**config.mk**
```make
export PLATFORM = sky130hd
export DESIGN_NAME = trans_event_counter
export DESIGN_NICKNAME = d
export VERILOG_FILES = /design/src/rtl/tec_pkg.sv /design/src/rtl/tec_sync.sv /design/src/rtl/tec_decode.sv /design/src/rtl/tec_fifo.sv /design/src/rtl/trans_event_counter.sv
export SDC_FILE = /design/constraint.sdc
export NUM_CORES = 1
export LEC_CHECK = 0
export ABC_AREA = 1
export BUFFER_PORTS_ARGS = -buffer_cell sky130_fd_sc_hd__buf_2
export CAP_MARGIN = 10
export CORE_MARGIN = 1
export CORE_UTILIZATION = 45
export CTS_CLUSTER_DIAMETER = 60
export DETAILED_ROUTE_END_ITERATION = 7
export PLACE_DENSITY = 0.62
export SETUP_SLACK_MARGIN = 0.3
export SKIP_LAST_GASP = 1
export SYNTH_ARGS = -nofsm -noshare
export SYNTH_HDL_FRONTEND = slang
export SYNTH_SLANG_ARGS = --single-unit
```
**constraint.sdc**
```tcl
create_clock -name clk_i -period 4.4 [get_ports clk_i]
set_input_delay 0.44 -clock clk_i [delete_from_list [all_inputs] [get_ports clk_i]]
set_output_delay 0.44 -clock clk_i [all_outputs]
set_load 0.02 [all_outputs]
```
**src/rtl/tec_pkg.sv**
```systemverilog
package tec_pkg;
  typedef enum logic [1:0] {
    ACT_HOLD = 2'b00,
    ACT_INC  = 2'b01,
    ACT_DEC  = 2'b10,
    ACT_BAD  = 2'b11
  } act_e;

  typedef struct packed {
    logic irq;
    logic cap;
    act_e act;
  } entry_t;

  localparam logic [1:0] CFG_TBL   = 2'd0;
  localparam logic [1:0] CFG_ROUTE = 2'd1;
  localparam logic [1:0] CFG_NCH   = 2'd2;
endpackage

```
**src/rtl/tec_sync.sv**
```systemverilog
module tec_sync #(
  parameter int W = 8
) (
  input  logic         clk_i,
  input  logic         rst_ni,
  input  logic [W-1:0] d_i,
  output logic [W-1:0] q_o
);
  logic [W-1:0] s1_q, s2_q;

  always_ff @(posedge clk_i or negedge rst_ni) begin
    if (!rst_ni) begin
      s1_q <= '0;
      s2_q <= '0;
    end else begin
      s1_q <= d_i;
      s2_q <= s1_q;
    end
  end

  assign q_o = s2_q;
endmodule

```
**src/rtl/tec_decode.sv**
```systemverilog
module tec_decode
  import tec_pkg::*;
#(
  parameter int NUM_PINS = 8,
  parameter int NUM_CH   = 3,
  parameter int CFG_DW   = 8
) (
  input  logic                clk_i,
  input  logic                rst_ni,
  input  logic [NUM_PINS-1:0] pins_i,
  input  logic                cfg_we_i,
  input  logic [1:0]          cfg_sel_i,
  input  logic [2*NUM_CH-1:0] cfg_addr_i,
  input  logic [CFG_DW-1:0]   cfg_data_i,
  output logic                inc_o,
  output logic                dec_o,
  output logic                bad_o,
  output logic                cap_o,
  output logic                irq_o
);
  localparam int PIN_W = $clog2(NUM_PINS);
  localparam int AW    = 2 * NUM_CH;
  localparam int NENT  = 1 << AW;
  localparam int CW    = $clog2(NUM_CH + 1);

  entry_t             tbl_q [NENT];
  logic [PIN_W-1:0]   route_q [NUM_CH];
  logic [CW-1:0]      nch_q;
  logic [NUM_CH-1:0]  prev_q, cur_st;
  entry_t             ent;
  logic               moved;

  always_ff @(posedge clk_i or negedge rst_ni) begin
    if (!rst_ni) begin
      for (int i = 0; i < NENT; i++) tbl_q[i] <= '0;
    end else if (cfg_we_i && cfg_sel_i == CFG_TBL) begin
      tbl_q[cfg_addr_i] <= entry_t'(cfg_data_i[3:0]);
    end
  end

  always_ff @(posedge clk_i or negedge rst_ni) begin
    if (!rst_ni) begin
      for (int k = 0; k < NUM_CH; k++) route_q[k] <= PIN_W'(k);
      nch_q <= CW'(1);
    end else if (cfg_we_i) begin
      if (cfg_sel_i == CFG_ROUTE && cfg_data_i < CFG_DW'(NUM_PINS)) begin
        for (int k = 0; k < NUM_CH; k++)
          if (cfg_addr_i == AW'(k)) route_q[k] <= cfg_data_i[PIN_W-1:0];
      end
      if (cfg_sel_i == CFG_NCH) begin
        if (cfg_data_i == '0)                     nch_q <= CW'(1);
        else if (cfg_data_i > CFG_DW'(NUM_CH))    nch_q <= CW'(NUM_CH);
        else                                      nch_q <= cfg_data_i[CW-1:0];
      end
    end
  end

  // inactive channels are forced low
  for (genvar k = 0; k < NUM_CH; k++) begin : g_ch
    assign cur_st[k] = (CW'(k) < nch_q) ? pins_i[route_q[k]] : 1'b0;
  end

  always_ff @(posedge clk_i or negedge rst_ni) begin
    if (!rst_ni) prev_q <= '0;
    else         prev_q <= cur_st;
  end

  assign moved = (cur_st != prev_q);
  assign ent   = tbl_q[{prev_q, cur_st}];
  assign inc_o = moved && ent.act == ACT_INC;
  assign dec_o = moved && ent.act == ACT_DEC;
  assign bad_o = moved && ent.act == ACT_BAD;
  assign cap_o = moved && ent.cap;
  assign irq_o = moved && ent.irq;
endmodule

```
**src/rtl/tec_fifo.sv**
```systemverilog
module tec_fifo #(
  parameter int W     = 32,
  parameter int DEPTH = 8
) (
  input  logic         clk_i,
  input  logic         rst_ni,
  input  logic         push_i,
  input  logic [W-1:0] din_i,
  input  logic         pop_i,
  output logic [W-1:0] dout_o,
  output logic         valid_o,
  output logic         drop_o
);
  localparam int PW = $clog2(DEPTH);
  localparam int LW = $clog2(DEPTH + 1);

  logic [W-1:0]  mem_q [DEPTH];
  logic [PW-1:0] wr_q, rd_q;
  logic [LW-1:0] lvl_q;
  logic          empty, full, do_pop, do_push;

  assign empty   = (lvl_q == '0);
  assign full    = (lvl_q == LW'(DEPTH));
  assign do_pop  = pop_i && !empty;
  assign do_push = push_i && (!full || do_pop);
  assign drop_o  = push_i && !do_push;

  always_ff @(posedge clk_i) begin
    if (do_push) mem_q[wr_q] <= din_i;
  end

  always_ff @(posedge clk_i or negedge rst_ni) begin
    if (!rst_ni) begin
      wr_q  <= '0;
      rd_q  <= '0;
      lvl_q <= '0;
    end else begin
      if (do_push) wr_q <= (wr_q == PW'(DEPTH - 1)) ? '0 : wr_q + 1'b1;
      if (do_pop)  rd_q <= (rd_q == PW'(DEPTH - 1)) ? '0 : rd_q + 1'b1;
      lvl_q <= lvl_q + LW'(do_push) - LW'(do_pop);
    end
  end

  assign valid_o = !empty;
  assign dout_o  = empty ? '0 : mem_q[rd_q];
endmodule

```
**src/rtl/trans_event_counter.sv**
```systemverilog
module trans_event_counter #(
  parameter int NUM_PINS = 8,
  parameter int NUM_CH   = 3,
  parameter int CFG_DW   = 8,
  parameter int CNT_W    = 32,
  parameter int FIFO_D   = 8
) (
  input  logic                clk_i,
  input  logic                rst_ni,
  input  logic [NUM_PINS-1:0] pins_i,
  input  logic                cfg_we_i,
  input  logic [1:0]          cfg_sel_i,
  input  logic [2*NUM_CH-1:0] cfg_addr_i,
  input  logic [CFG_DW-1:0]   cfg_data_i,
  input  logic [2:0]          clr_i,
  output logic [CNT_W-1:0]    count_o,
  input  logic                rd_i,
  output logic [CNT_W-1:0]    rd_data_o,
  output logic                rd_valid_o,
  output logic                err_o,
  output logic                ovf_o,
  output logic                irq_o
);
  logic [NUM_PINS-1:0] pins_s;
  logic inc, dec, bad, cap, irq_ev, drop;
  logic [CNT_W-1:0] cnt_q;
  logic err_q, ovf_q, irq_q;

  tec_sync #(.W(NUM_PINS)) u_sync (
    .clk_i, .rst_ni, .d_i(pins_i), .q_o(pins_s)
  );

  tec_decode #(.NUM_PINS(NUM_PINS), .NUM_CH(NUM_CH), .CFG_DW(CFG_DW)) u_dec (
    .clk_i, .rst_ni, .pins_i(pins_s),
    .cfg_we_i, .cfg_sel_i, .cfg_addr_i, .cfg_data_i,
    .inc_o(inc), .dec_o(dec), .bad_o(bad), .cap_o(cap), .irq_o(irq_ev)
  );

  // capture takes the value before this step's update
  tec_fifo #(.W(CNT_W), .DEPTH(FIFO_D)) u_fifo (
    .clk_i, .rst_ni, .push_i(cap), .din_i(cnt_q), .pop_i(rd_i),
    .dout_o(rd_data_o), .valid_o(rd_valid_o), .drop_o(drop)
  );

  always_ff @(posedge clk_i or negedge rst_ni) begin
    if (!rst_ni) begin
      cnt_q <= '0;
      err_q <= 1'b0;
      ovf_q <= 1'b0;
      irq_q <= 1'b0;
    end else begin
      if (inc)      cnt_q <= cnt_q + 1'b1;
      else if (dec) cnt_q <= cnt_q - 1'b1;
      // set wins over a same-cycle clear
      err_q <= bad    | (err_q & ~clr_i[0]);
      ovf_q <= drop   | (ovf_q & ~clr_i[1]);
      irq_q <= irq_ev | (irq_q & ~clr_i[2]);
    end
  end

  assign count_o = cnt_q;
  assign err_o   = err_q;
  assign ovf_o   = ovf_q;
  assign irq_o   = irq_q;
endmodule

```
==> impl_metrics.py <==
metrics = {
    "synth": {
        "synthFlopType": "dfrtp_1",
        "synth.avg_cell_area_um2": 9.32,
        "netlist.area_leader.share": 0.307,
        "synth_edf_count": 256,
        "syn_area_um2": 26700,
        "async_reset_ff_frac": 0.564,
        "yosys.area.top_type": "dfrtp_1",
        "yosys_warnings": 0,
        "yosysSeqAreaShare": 0.598,
        "synth_area_leaders": "dfrtp_1, edfxtp_1, nand2_1",
        "syn_inst": 2866,
        "synth_seq_cells": 587,
        "synth_commonest_cells": "nand2_1, o21ai_0, dfrtp_1, nand3_1, edfxtp_1",
        "syn-num-nets": 2940,
        "synth_most_common_cell": "nand2_1",
        "synth_cell_types": 46,
    },
    "grt": {
        "grt_max_degree": 112,
        "met3_usage": 0.0395,
        "grt_use_total": 0.254,
        "grt.busiest_layer": "met2",
        "use_met1": 0.364,
        "antenna_found_initial": 2,
        "use_met2": 0.399,
        "grt_pass1_wl_mm": 120,
        "grt_pass1_vias": 21084,
        "grt_overflow": 0,
    },
    "route": {
        "num_vias": 21913,
        "dr.pass1.iters": 6,
        "routed_wl_mm": 77.1,
        "vias_per_cell": 5.59,
        "drtIter0Drc": 2187,
        "drc": 0,
        "wire_per_inst_um": 19.7,
        "antenna_left": 0,
    },
    "timing": {
        "hold_viol_final": 0,
        "finalSetupViolations": 0,
        "holdWs_ns": 0.123,
        "rsz0062_at_grt": "yes",
        "slew_headroom": 0.0733,
        "min_period_ns": 4.35,
        "fin_skew_ns": 0.0262,
        "post-route-period-util": 0.989,
        "worst_slew_pin_slew_ns": 1.38,
        "timing.final.max_slew_violations": 0,
        "max_freq_ghz": 0.230,
    },
    "power": {
        "vdd_ir_drop_max_v": 0.000484,
        "power.leakage_nw": 13.6,
        "powerDensity_nw_per_um2": 618,
    },
    "floorplan": {
        "initial_core_util": 0.460,
        "core_um2": 58100,
        "row_count": 88,
        "die_area_um2": 60400,
        "ios": 99,
        "die_y_um": 246,
        "die_w_um": 246,
    },
    "setup_path": {
        "criticalPathCategory": "reg -> reg",
        "critPathRequiredTime_ns": 4.97,
        "cp_top_family": "simple AND/OR/NAND/NOR gates",
        "path_common_cell": "nand3_2",
        "crit_slowest_cell": "dfrtp_2",
        "end_kind": "flop",
        "critPathMaxStageDelay_ns": 0.47,
        "path_buf_inv": 7,
        "crit_arrival_ns": 4.93,
        "worstSetupStartpointType": "flop",
        "critPathMaxFanout": 9,
    },
    "place": {
        "port_buffers": 98,
        "hpwlAfterDp_mm": 46.4,
        "place.gp.congestion": 0.906,
    },
    "cells_and_area": {
        "antennaDiodeCount": 0,
        "utilization": 0.563,
        "drive_gt1_frac": 0.181,
        "nets": 3179,
        "area_delta_synth_final_pct": 22.4,
    },
    "clock_network": {
        "root_buffer": "clkbuf_16",
        "cts.htree.levels": 2,
        "cts_buffers": 59,
        "cts_buffer_depth": 3,
        "cts_tree": "built",
        "clk_pin_slew_ns": 0.06,
        "clk_latency_ns": 0.64,
        "cts_sinks": 587,
    },
    "run": {
        "drv_cap": 0,
    },
    "outcome": {
        "outcome": "finished, final reports clean",
    },
    "hold_path": {
        "hold_class": "in -> reg",
    },
}
## metrics by stage
step | cells | setup WS [ns] | setup TNS (ns) | total power, mW | area [µm²]
floorplan | 2866 | 0.303 | 0 | 11.4 | 26700
global placement | 3733 | -0.114 | -0.325 | 14.0 | 28900
detailed placement | 3734 | -0.191 | -1.10 | 14.1 | 28900
CTS | 3892 | 0.184 | 0 | 19.8 | 32000
global route | 3920 | -0.132 | -1.38 | 21.3 | 32700
finish | 3920 | 0.0463 | 0 | 20.2 | 32700
## cell families (layout without fill, tap and decap cells)
kind of cell | count (synthesis) | after routing | share of synthesized area
buffers and inverters | 281 | 569 | 0.0475
AOI/OAI and AO/OA | 599 | 599 | 0.118
and+or+nand+nor | 1326 | 1327 | 0.206
adders and majority gates | 43 | 43 | 0.0207
xor gates and xnor gates | 30 | 30 | 0.00983
DFF | 587 | 587 | 0.598
## tightest hold or removal path, cell delays in order
cell,delay [ns]
buf_2,0.09
nor4_1,0.06
a21oi_1,0.12
## what timing repair did
action	4_1_cts	5_1_grt
hold endpoints to repair	118	0
setup buffers	28	23
pin swaps	44	41
gates cloned	7	5
gates resized for setup	111	86
hold buffers	12	0
endpoints found under the setup margin	20	220
## routing by layer
layer | vias up | routed length [µm]
met5 | - | 0
met4 | 0 | 1870
met3 | 139 | 5340
met2 | 734 | 35400
met1 | 10751 | 34500
li1 | 10289 | -
## cells in the final DEF (no fill, tap or decap), types with 16 or more instances in the layout
master,instances
clkbuf_1,16
dfrtp_1,325
buf_6,16
buf_12,31
o21ai_0,440
o22ai_1,34
buf_4,151
edfxtp_1,256
a31oi_1,34
nand3_1,282
ha_1,23
xor2_1,17
clkbuf_16,65
a21oi_1,26
buf_2,97
nor2_1,231
nand3_2,34
inv_1,118
nand2_1,704
ha_4,16
## power by group
part | internal [mW] | total (mW) | switching, mW | leakage, nW
Combinational | 3.02 | 7.56 | 4.54 | 5.80
Sequential | 6.73 | 7.53 | 0.799 | 6.78
Clock | 2.94 | 5.11 | 2.17 | 0.979
Total | 12.7 | 20.2 | 7.51 | 13.6
## state kept, by name, summed over array words and instances, names as in the netlist, 4 cells and up
| register | cells |
|---|---|
| count_o | 32 |
| u_dec.route_q | 9 |
| u_dec.tbl_q | 256 |
| u_fifo.lvl_q | 4 |
| u_fifo.mem_q | 256 |
| u_sync.q_o | 8 |
| u_sync.s1_q | 8 |
## worst paths after layout
kind / endpoint / cells after the start / slack, ns / startpoint
setup / recovery: count_o[21]$_DFFE_PN0P_ / 30 / 0.05 / u_dec.route_q[6]$_DFFE_PN0P_
hold / removal: u_dec.nch_q[0]$_DFFE_PN1P_ / 3 / 0.12 / cfg_data_i[0]
setup reg to reg: count_o[21]$_DFFE_PN0P_ / 30 / 0.05 / u_dec.route_q[6]$_DFFE_PN0P_
hold reg to reg: u_sync.q_o[4]$_DFF_PN0_ / 0 / 0.35 / u_sync.s1_q[4]$_DFF_PN0_
max in group asynchronous: u_dec.route_q[3]$_DFFE_PN1P_ / 3 / 2.80 / rst_ni
min in group asynchronous: u_dec.tbl_q[163]$_DFFE_PN0P_ / 2 / 0.45 / rst_ni
## area by class of cell
class	instances	area [µm²]
Fill cell	4986	25400
Sequential cell	587	16000
Multi-Input combinational cell	1999	10400
Timing Repair Buffer	321	2890
Clock buffer	90	1770
Tap cell	765	957
Inverter	137	536
Clock inverter	21	206
Power figures use the tool's default switching activity.
